File: src/rtl/useq_pkg.sv
package useq_pkg;

    localparam int unsigned CAR_W      = 7;
    localparam int unsigned OPC_W      = 4;
    localparam int unsigned MAP_SHIFT  = 2;
    localparam int unsigned FETCH_BASE = 64;

    typedef enum logic [1:0] {
        BK_JUMP   = 2'b00,
        BK_CALL   = 2'b01,
        BK_RETURN = 2'b10,
        BK_MAP    = 2'b11
    } br_kind_e;

    typedef enum logic [1:0] {
        CS_ALWAYS   = 2'b00,
        CS_INDIRECT = 2'b01,
        CS_SIGN     = 2'b10,
        CS_ZERO     = 2'b11
    } cond_sel_e;

    typedef enum logic [2:0] {
        SEQ_STEP,
        SEQ_GOTO,
        SEQ_ENTER,
        SEQ_LEAVE,
        SEQ_DISPATCH
    } seq_move_e;

endpackage

File: src/rtl/useq_cond_mux.sv
module useq_cond_mux
    import useq_pkg::*;
(
    input  logic [1:0] sel,
    input  logic       ind_bit,
    input  logic       sign_bit,
    input  logic       zero_flag,
    output logic       cond_true
);
    cond_sel_e sel_e;

    always_comb begin
        sel_e = cond_sel_e'(sel);
        unique case (sel_e)
            CS_ALWAYS:   cond_true = 1'b1;
            CS_INDIRECT: cond_true = ind_bit;
            CS_SIGN:     cond_true = sign_bit;
            CS_ZERO:     cond_true = zero_flag;
            default:     cond_true = 1'b0;
        endcase
    end
endmodule

File: src/rtl/useq_next_addr.sv
module useq_next_addr
    import useq_pkg::*;
#(
    parameter int unsigned AW    = CAR_W,
    parameter int unsigned OW    = OPC_W,
    parameter int unsigned SHIFT = MAP_SHIFT
) (
    input  logic [1:0]    kind,
    input  logic          cond_true,
    input  logic [AW-1:0] target,
    input  logic [OW-1:0] opcode,
    input  logic [AW-1:0] cur_car,
    input  logic [AW-1:0] cur_ret,
    output logic [AW-1:0] nxt_car,
    output logic          ret_load,
    output logic [AW-1:0] ret_val,
    output seq_move_e     move
);
    localparam int unsigned PAD = AW - OW - SHIFT;

    logic [AW-1:0] inc_addr;
    logic [AW-1:0] map_addr;
    br_kind_e      kind_e;

    assign inc_addr = cur_car + AW'(1);

    generate
        if (PAD > 0) begin : g_pad
            assign map_addr = {{PAD{1'b0}}, opcode, {SHIFT{1'b0}}};
        end else begin : g_nopad
            assign map_addr = {opcode, {SHIFT{1'b0}}};
        end
    endgenerate

    always_comb begin
        kind_e = br_kind_e'(kind);
        unique case (kind_e)
            BK_JUMP:   move = cond_true ? SEQ_GOTO  : SEQ_STEP;
            BK_CALL:   move = cond_true ? SEQ_ENTER : SEQ_STEP;
            BK_RETURN: move = SEQ_LEAVE;
            BK_MAP:    move = SEQ_DISPATCH;
            default:   move = SEQ_STEP;
        endcase
    end

    always_comb begin
        ret_val  = inc_addr;
        ret_load = 1'b0;
        unique case (move)
            SEQ_STEP:     nxt_car = inc_addr;
            SEQ_GOTO:     nxt_car = target;
            SEQ_ENTER: begin
                nxt_car  = target;
                ret_load = 1'b1;
            end
            SEQ_LEAVE:    nxt_car = cur_ret;
            SEQ_DISPATCH: nxt_car = map_addr;
            default:      nxt_car = inc_addr;
        endcase
    end
endmodule

File: src/rtl/useq_regs.sv
module useq_regs
    import useq_pkg::*;
#(
    parameter int unsigned AW        = CAR_W,
    parameter int unsigned RESET_CAR = FETCH_BASE
) (
    input  logic          clk,
    input  logic          rst,
    input  logic [AW-1:0] nxt_car,
    input  logic          ret_load,
    input  logic [AW-1:0] ret_val,
    output logic [AW-1:0] car_q,
    output logic [AW-1:0] ret_q
);
    always_ff @(posedge clk) begin
        if (rst) begin
            car_q <= AW'(RESET_CAR);
            ret_q <= '0;
        end else begin
            car_q <= nxt_car;
            if (ret_load) begin
                ret_q <= ret_val;
            end
        end
    end
endmodule

File: src/rtl/useq_sequencer.sv
module useq_sequencer
    import useq_pkg::*;
#(
    parameter int unsigned AW        = CAR_W,
    parameter int unsigned OW        = OPC_W,
    parameter int unsigned SHIFT     = MAP_SHIFT,
    parameter int unsigned RESET_CAR = FETCH_BASE
) (
    input  logic          clk,
    input  logic          rst,
    input  logic [1:0]    cond_sel,
    input  logic [1:0]    br_kind,
    input  logic [AW-1:0] br_addr,
    input  logic          ind_bit,
    input  logic          sign_bit,
    input  logic          zero_flag,
    input  logic [OW-1:0] op_bits,
    output logic [AW-1:0] car
);
    logic          cond_true;
    logic [AW-1:0] nxt_car;
    logic          ret_load;
    logic [AW-1:0] ret_val;
    logic [AW-1:0] car_q;
    logic [AW-1:0] ret_q;
    seq_move_e     move;

    useq_cond_mux u_cond (
        .sel       (cond_sel),
        .ind_bit   (ind_bit),
        .sign_bit  (sign_bit),
        .zero_flag (zero_flag),
        .cond_true (cond_true)
    );

    useq_next_addr #(.AW(AW), .OW(OW), .SHIFT(SHIFT)) u_next (
        .kind      (br_kind),
        .cond_true (cond_true),
        .target    (br_addr),
        .opcode    (op_bits),
        .cur_car   (car_q),
        .cur_ret   (ret_q),
        .nxt_car   (nxt_car),
        .ret_load  (ret_load),
        .ret_val   (ret_val),
        .move      (move)
    );

    useq_regs #(.AW(AW), .RESET_CAR(RESET_CAR)) u_regs (
        .clk      (clk),
        .rst      (rst),
        .nxt_car  (nxt_car),
        .ret_load (ret_load),
        .ret_val  (ret_val),
        .car_q    (car_q),
        .ret_q    (ret_q)
    );

    assign car = car_q;
endmodule

File: config.mk
export PLATFORM = sky130hd
export DESIGN_NAME = useq_sequencer
export DESIGN_NICKNAME = d
export VERILOG_FILES = /design/src/rtl/useq_pkg.sv /design/src/rtl/useq_cond_mux.sv /design/src/rtl/useq_next_addr.sv /design/src/rtl/useq_regs.sv /design/src/rtl/useq_sequencer.sv
export SDC_FILE = /design/constraint.sdc
export NUM_CORES = 1
export LEC_CHECK = 0
export BUFFER_PORTS_ARGS = -buffer_cell sky130_fd_sc_hd__buf_2
export CAP_MARGIN = 20
export CORE_UTILIZATION = 43
export CTS_CLUSTER_DIAMETER = 50
export DETAILED_ROUTE_END_ITERATION = 8
export GPL_TIMING_DRIVEN = 0
export PLACE_DENSITY = 0.72
export REMOVE_ABC_BUFFERS = 1
export SKIP_CTS_REPAIR_TIMING = 1
export SLEW_MARGIN = 0
export SYNTH_ARGS = -nofsm -noshare
export SYNTH_HDL_FRONTEND = slang
export SYNTH_SLANG_ARGS = --single-unit
File: constraint.sdc
create_clock -name clk -period 1.5 [get_ports clk]
set_input_delay 0.3 -clock clk [delete_from_list [all_inputs] [get_ports clk]]
set_output_delay 0.3 -clock clk [all_outputs]
set_load 0.03 [all_outputs]
After elaboration in Yosys (flattened, before gate mapping). Index checks and enable logic that the tools add are counted.

Add/sub/neg operators: 1. Equality and inequality tests: 10. Multiplexer cells: 6. Reduce and logical (&&, ||, !) cells: 3.

Operators with widths (number): one-hot mux 7 bit (3 select lines) (1); one-hot mux 3 bit (4 select lines) (1); equality test 2 bit, second input constant (4); adder 7 x 1 -> 7 bit, second input constant (1); equality test 3 x 2 -> 1 bit, second input constant (2); equality test 2 x 1 -> 1 bit, second input constant (2); zero test 2 bit (2); one-hot mux 1 bit (4 select lines) (1); equality test 3 x 1 -> 1 bit, second input constant (1); equality test 3 bit, second input constant (1); two-way mux 1 bit (2); two-way mux 2 bit (1); OR reduction 2 bit (1).

Register bits after elaboration: 14. Output and inout bits: 7.

Longest topological paths before layout.
Word-level depth: 7. Gate-level depth with buffers: 6. Gate-level depth less buffers: 5.

By module. From an unflattened synthesis, not the netlist that was laid out.

Cells, all modules: 93. Area, all modules: 813.3 um2.

By module, submodules not included: useq_regs (instances 1, cells an instance 37, area an instance 446.7 um2, sequential area each 280.3 um2); useq_next_addr (instances 1, cells an instance 53, area an instance 339.1 um2, sequential area each 0.0 um2); useq_cond_mux (instances 1, cells an instance 3, area an instance 27.5 um2, sequential area each 0.0 um2).

Worst setup path before layout. No wires, ideal clock.

Path type: reg-to-reg. Start: register u_regs.car_q[0]. End: register u_regs.car_q[6]. Library setup time: 133 ps. Arrival: 1316 ps. Slack: 51 ps. Cell stages (with the launch flop): 6. Clock period less this slack: 1449 ps. Path through: dfxtp_1 > ha_1 > nand3_1 > nor2_1 > xnor2_1 > a22oi_1.

Word-level cells in the longest chain between the ends: 2.

Ends and longest elaborated chain: start: declaration (line useq_regs.sv:12) `output logic [AW-1:0] car_q,`; start signal: assignment (line useq_regs.sv:17) `car_q <= AW'(RESET_CAR);`; start signal: assignment (line useq_regs.sv:20) `car_q <= nxt_car;`; adder 7 x 1 -> 7 bit (line useq_next_addr.sv:25) `assign inc_addr = cur_car + AW'(1);`; one-hot mux 7 bit (3 select lines) (line useq_next_addr.sv:49) `unique case (move)`.

Every way passes these cells. A chain may end at the register's enable or synchronous reset.

Worst setup path after layout.
Start: input port br_kind[1]. End: register u_regs.car_q[2].

Word-level cells in the longest chain between the ends: 5. Elaborated cells on any way between the ends: 11.

Ends and longest elaborated chain: start: declaration (line useq_sequencer.sv:12) `input logic [1:0] br_kind,`; equality test 2 bit, or another cell as far along (line useq_next_addr.sv:37) `unique case (kind_e)`; one-hot mux 3 bit (4 select lines) (*) (line useq_next_addr.sv:37); equality test 3 x 1 -> 1 bit or equality test 3 x 2 -> 1 bit (tied branches) (line useq_next_addr.sv:49); OR reduction 2 bit (no source line); one-hot mux 7 bit (3 select lines) (*) (line useq_next_addr.sv:49).

Mark *: on every way between the ends. The rest lies on a longest branch, timed or not.

==> run_results.csv <==
group,metric,value,unit
placed_design,hpwl,1149,um
power,p_switching,0.0002689,W
power,pwr-share-clk,0.306,
layout,layout-drive-gt1-share,0.3571,
route,ant_nets,0,
power,switching_share,0.2980,
global_routing,antenna_found_initial,0,
route,routed_wl,1704,um
power,p_comb_frac,0.230,
critical_path,crit_path_start_kind,"input pin",
logic_synthesis,synthTopCellsByArea,"dfxtp_1 (36%), mux2i_1 (13%), nor2_1 (8.3%)",
global_routing,grt_pass1_wl,2849,um
route,drtPass1Iterations,6,
power,p_int,0.0006335,W
power,power_density,929.5,mW/mm^2
timing,slew_viol_final,0,
global_routing,grt_max_degree,17,
logic_synthesis,yosysWarnings,0,
timing,worst_pin_slew,0.3704,ns
logic_synthesis,synth_compound_area_frac,0.1987,
global_routing,grt_pass1_vias,664,
floorplanning,start_util,0.4819,
layout,final_core_util,0.6091,
logic_synthesis,synth-xor-area-share,0.05700,
logic_synthesis,synthMuxAreaShare,0.1303,
clock_tree,cts_tree,"built",
timing,max_freq,0.7148,GHz
logic_synthesis,synthMostInstantiatedCell,"nor2_1",
route,wl_per_cell,12.53,um
timing,whs,0.2921,ns
run_status,outcome,"finished clean",
route,vias,693,
critical_path,cp.required,1.72,ns
power,vdd_ir_drop_max,0.8008,mV
clock_tree,h-tree-depth,1,
placed_design,post-place-ws,-0.5266,ns
power,leakage,0.4117,nW
floorplanning,row_count,14,
timing,timing.final.ws_setup,0.1010,ns
clock_tree,insertion_delay,0.29,ns
critical_path,crit_path_end_kind,"flip-flop",
logic_synthesis,yosys-top-cells-count,"nor2_1 (17), dfxtp_1 (14), mux2i_1 (10), nand2_1 (5), xnor2_1 (5)",
floorplanning,io_pins,27,
logic_synthesis,yosys.area_share.adder,0.01629,
logic_synthesis,synth_cells,85,
logic_synthesis,synth_seq_area_share,0.3648,
logic_synthesis,synth_area_leader_cell,"dfxtp_1",
logic_synthesis,synth_top_family_by_area,"compound AO/OA/AOI/OAI gates",
hold_path,worstHoldStart,"br_addr[1]",
floorplanning,die_x,44.27,um
job,cap_violations,0,
logic_synthesis,ys_ff_latch,14,
layout,syn2layout_area_growth,26.38,%
clock_tree,numCtsBuffers,3,
clock_tree,clockBufferDepth,2,
critical_path,cp-startpoint,"br_kind[1]",
global_routing,grt_util_all_layers,0.1990,
clock_tree,path_clk_slew,0.09,ns
timing,skew,0.004650,ns
logic_synthesis,synth_area,768.2,sq um
layout,design_area,970.9,sq um
critical_path,crit_type,"in -> reg",
layout,finish.net_count,134,
placed_design,gp_congestion,0.7556,
logic_synthesis,yosysUniqueCellTypes,24,
hold_path,min_path_type,"in -> reg",
route,vias_per_cell,5.096,
route,drt_iter0_markers,15,
power,seq_power_share,0.464,
critical_path,critPathMaxFanout,15,
logic_synthesis,ys.flop_type,"dfxtp_1",
global_routing,gr-usage-met2,0.3382,
global_routing,busiest_layer,"met2",
global_routing,grt_overflow,0,
timing,setup_violations,0,
logic_synthesis,async_reset_ff_frac,0,
logic_synthesis,syn_avg_cell_area,9.038,sq um
placed_design,placed_area,899.6,sq um
timing,max_slew_margin,0.7460,
logic_synthesis,yosysTopAreaCellShare,0.3648,
timing,period_needed,1.399,ns
placed_design,portBuffers,26,
logic_synthesis,synth-simple-area-share,0.1808,
critical_path,r2r-start,"u_regs.car_q[0]",
global_routing,use_met1,0.2424,
route,drc_errors,0,
clock_tree,cts_sinks,14,
layout,antennaDiodeCount,0,
logic_synthesis,synth_edf_count,0,
critical_path,critPathArrivalTime,1.62,ns
floorplanning,core,0.001594,sq mm
floorplanning,dieArea,0.001960,sq mm
floorplanning,die_y,44.27,um
global_routing,use_met3,0.06122,
clock_tree,cts-root-buf,"clkbuf_4",
timing,period_share,0.9327,
timing,hold_violations,0,
==> cell type report <==
class                      count  area (sq um)
inverter                       3         11.26
multi-input combinational     63         454.2
fill                         141         623.1
sequential                    14         281.5
tap                           24         30.03
clock buffer                   4         36.28
timing repair buffer          28         157.7
==> state kept, by name, indices dropped and copies added, names as in the netlist <==
| signal | flops |
|---|---|
| u_regs.car_q | 7 |
| u_regs.ret_q | 7 |
==> through the flow <==
stage / cells / TNS (ns) / power [W]
after floorplan: 80 / -0.2943 / 0.0005481
after global placement: 130 / -5.675 / 0.0006170
after detailed placement: 130 / -6.093 / 0.0006222
after CTS: 134 / -2.030 / 0.0008964
after global routing: 136 / -0.0001164 / 0.0009464
final: 136 / 0 / 0.0009024
==> cell families after synthesis <==
| group | Yosys count |
|---|---|
| AOI/OAI and AO/OA | 16 |
| xor gates and xnor gates | 5 |
| adders and majority gates | 1 |
| buffers and inverters | 8 |
| DFF | 14 |
| muxes | 10 |
| and+or+nand+nor | 31 |
==> path summary, 6_finish.rpt <==
path | endpoint | slack (ns) | cells after the start
setup reg to reg | u_regs.car_q[6] | 0.19 | 5
setup / recovery | u_regs.car_q[2] | 0.10 | 6
hold / removal | u_regs.car_q[1] | 0.29 | 3
hold reg to reg | u_regs.car_q[0] | 0.49 | 2
==> worst max-delay path, stage by stage <==
cell and delay (ns):
buf_2 0.20, nor4b_1 0.37, a31oi_2 0.14, buf_4 0.22, or2_2 0.27, a21oi_1 0.12
==> power groups by stage <==
stage | Sequential, W | Clock [W] | Combinational, W
global route | 0.000423 | 0.000296 | 0.000228
detailed placement | 0.000427 | 0 | 0.000195
finish | 0.000419 | 0.000276 | 0.000207
global placement | 0.000426 | 0 | 0.000191
floorplan | 0.000456 | 0 | 0.0000924
CTS | 0.000418 | 0.000282 | 0.000196
==> routing by layer <==
layer	vias to the layer above	wire length, um
met4	0	10
met5	-	0
met2	14	870
met1	319	758
met3	3	64
li1	357	-
==> placed cells by master, fill, tap and decap left out, types with 3 or more instances in the layout <==
| master | count |
|---|---|
| buf_2 | 26 |
| nor2_1 | 17 |
| dfxtp_1 | 13 |
| mux2i_1 | 10 |
| nand2_1 | 5 |
| xnor2_1 | 5 |
| nand3_1 | 4 |
| a211oi_2 | 4 |
| a21oi_1 | 4 |
| inv_1 | 3 |
| a311oi_1 | 3 |
| clkbuf_4 | 3 |
(Power assumes the default switching activity.)
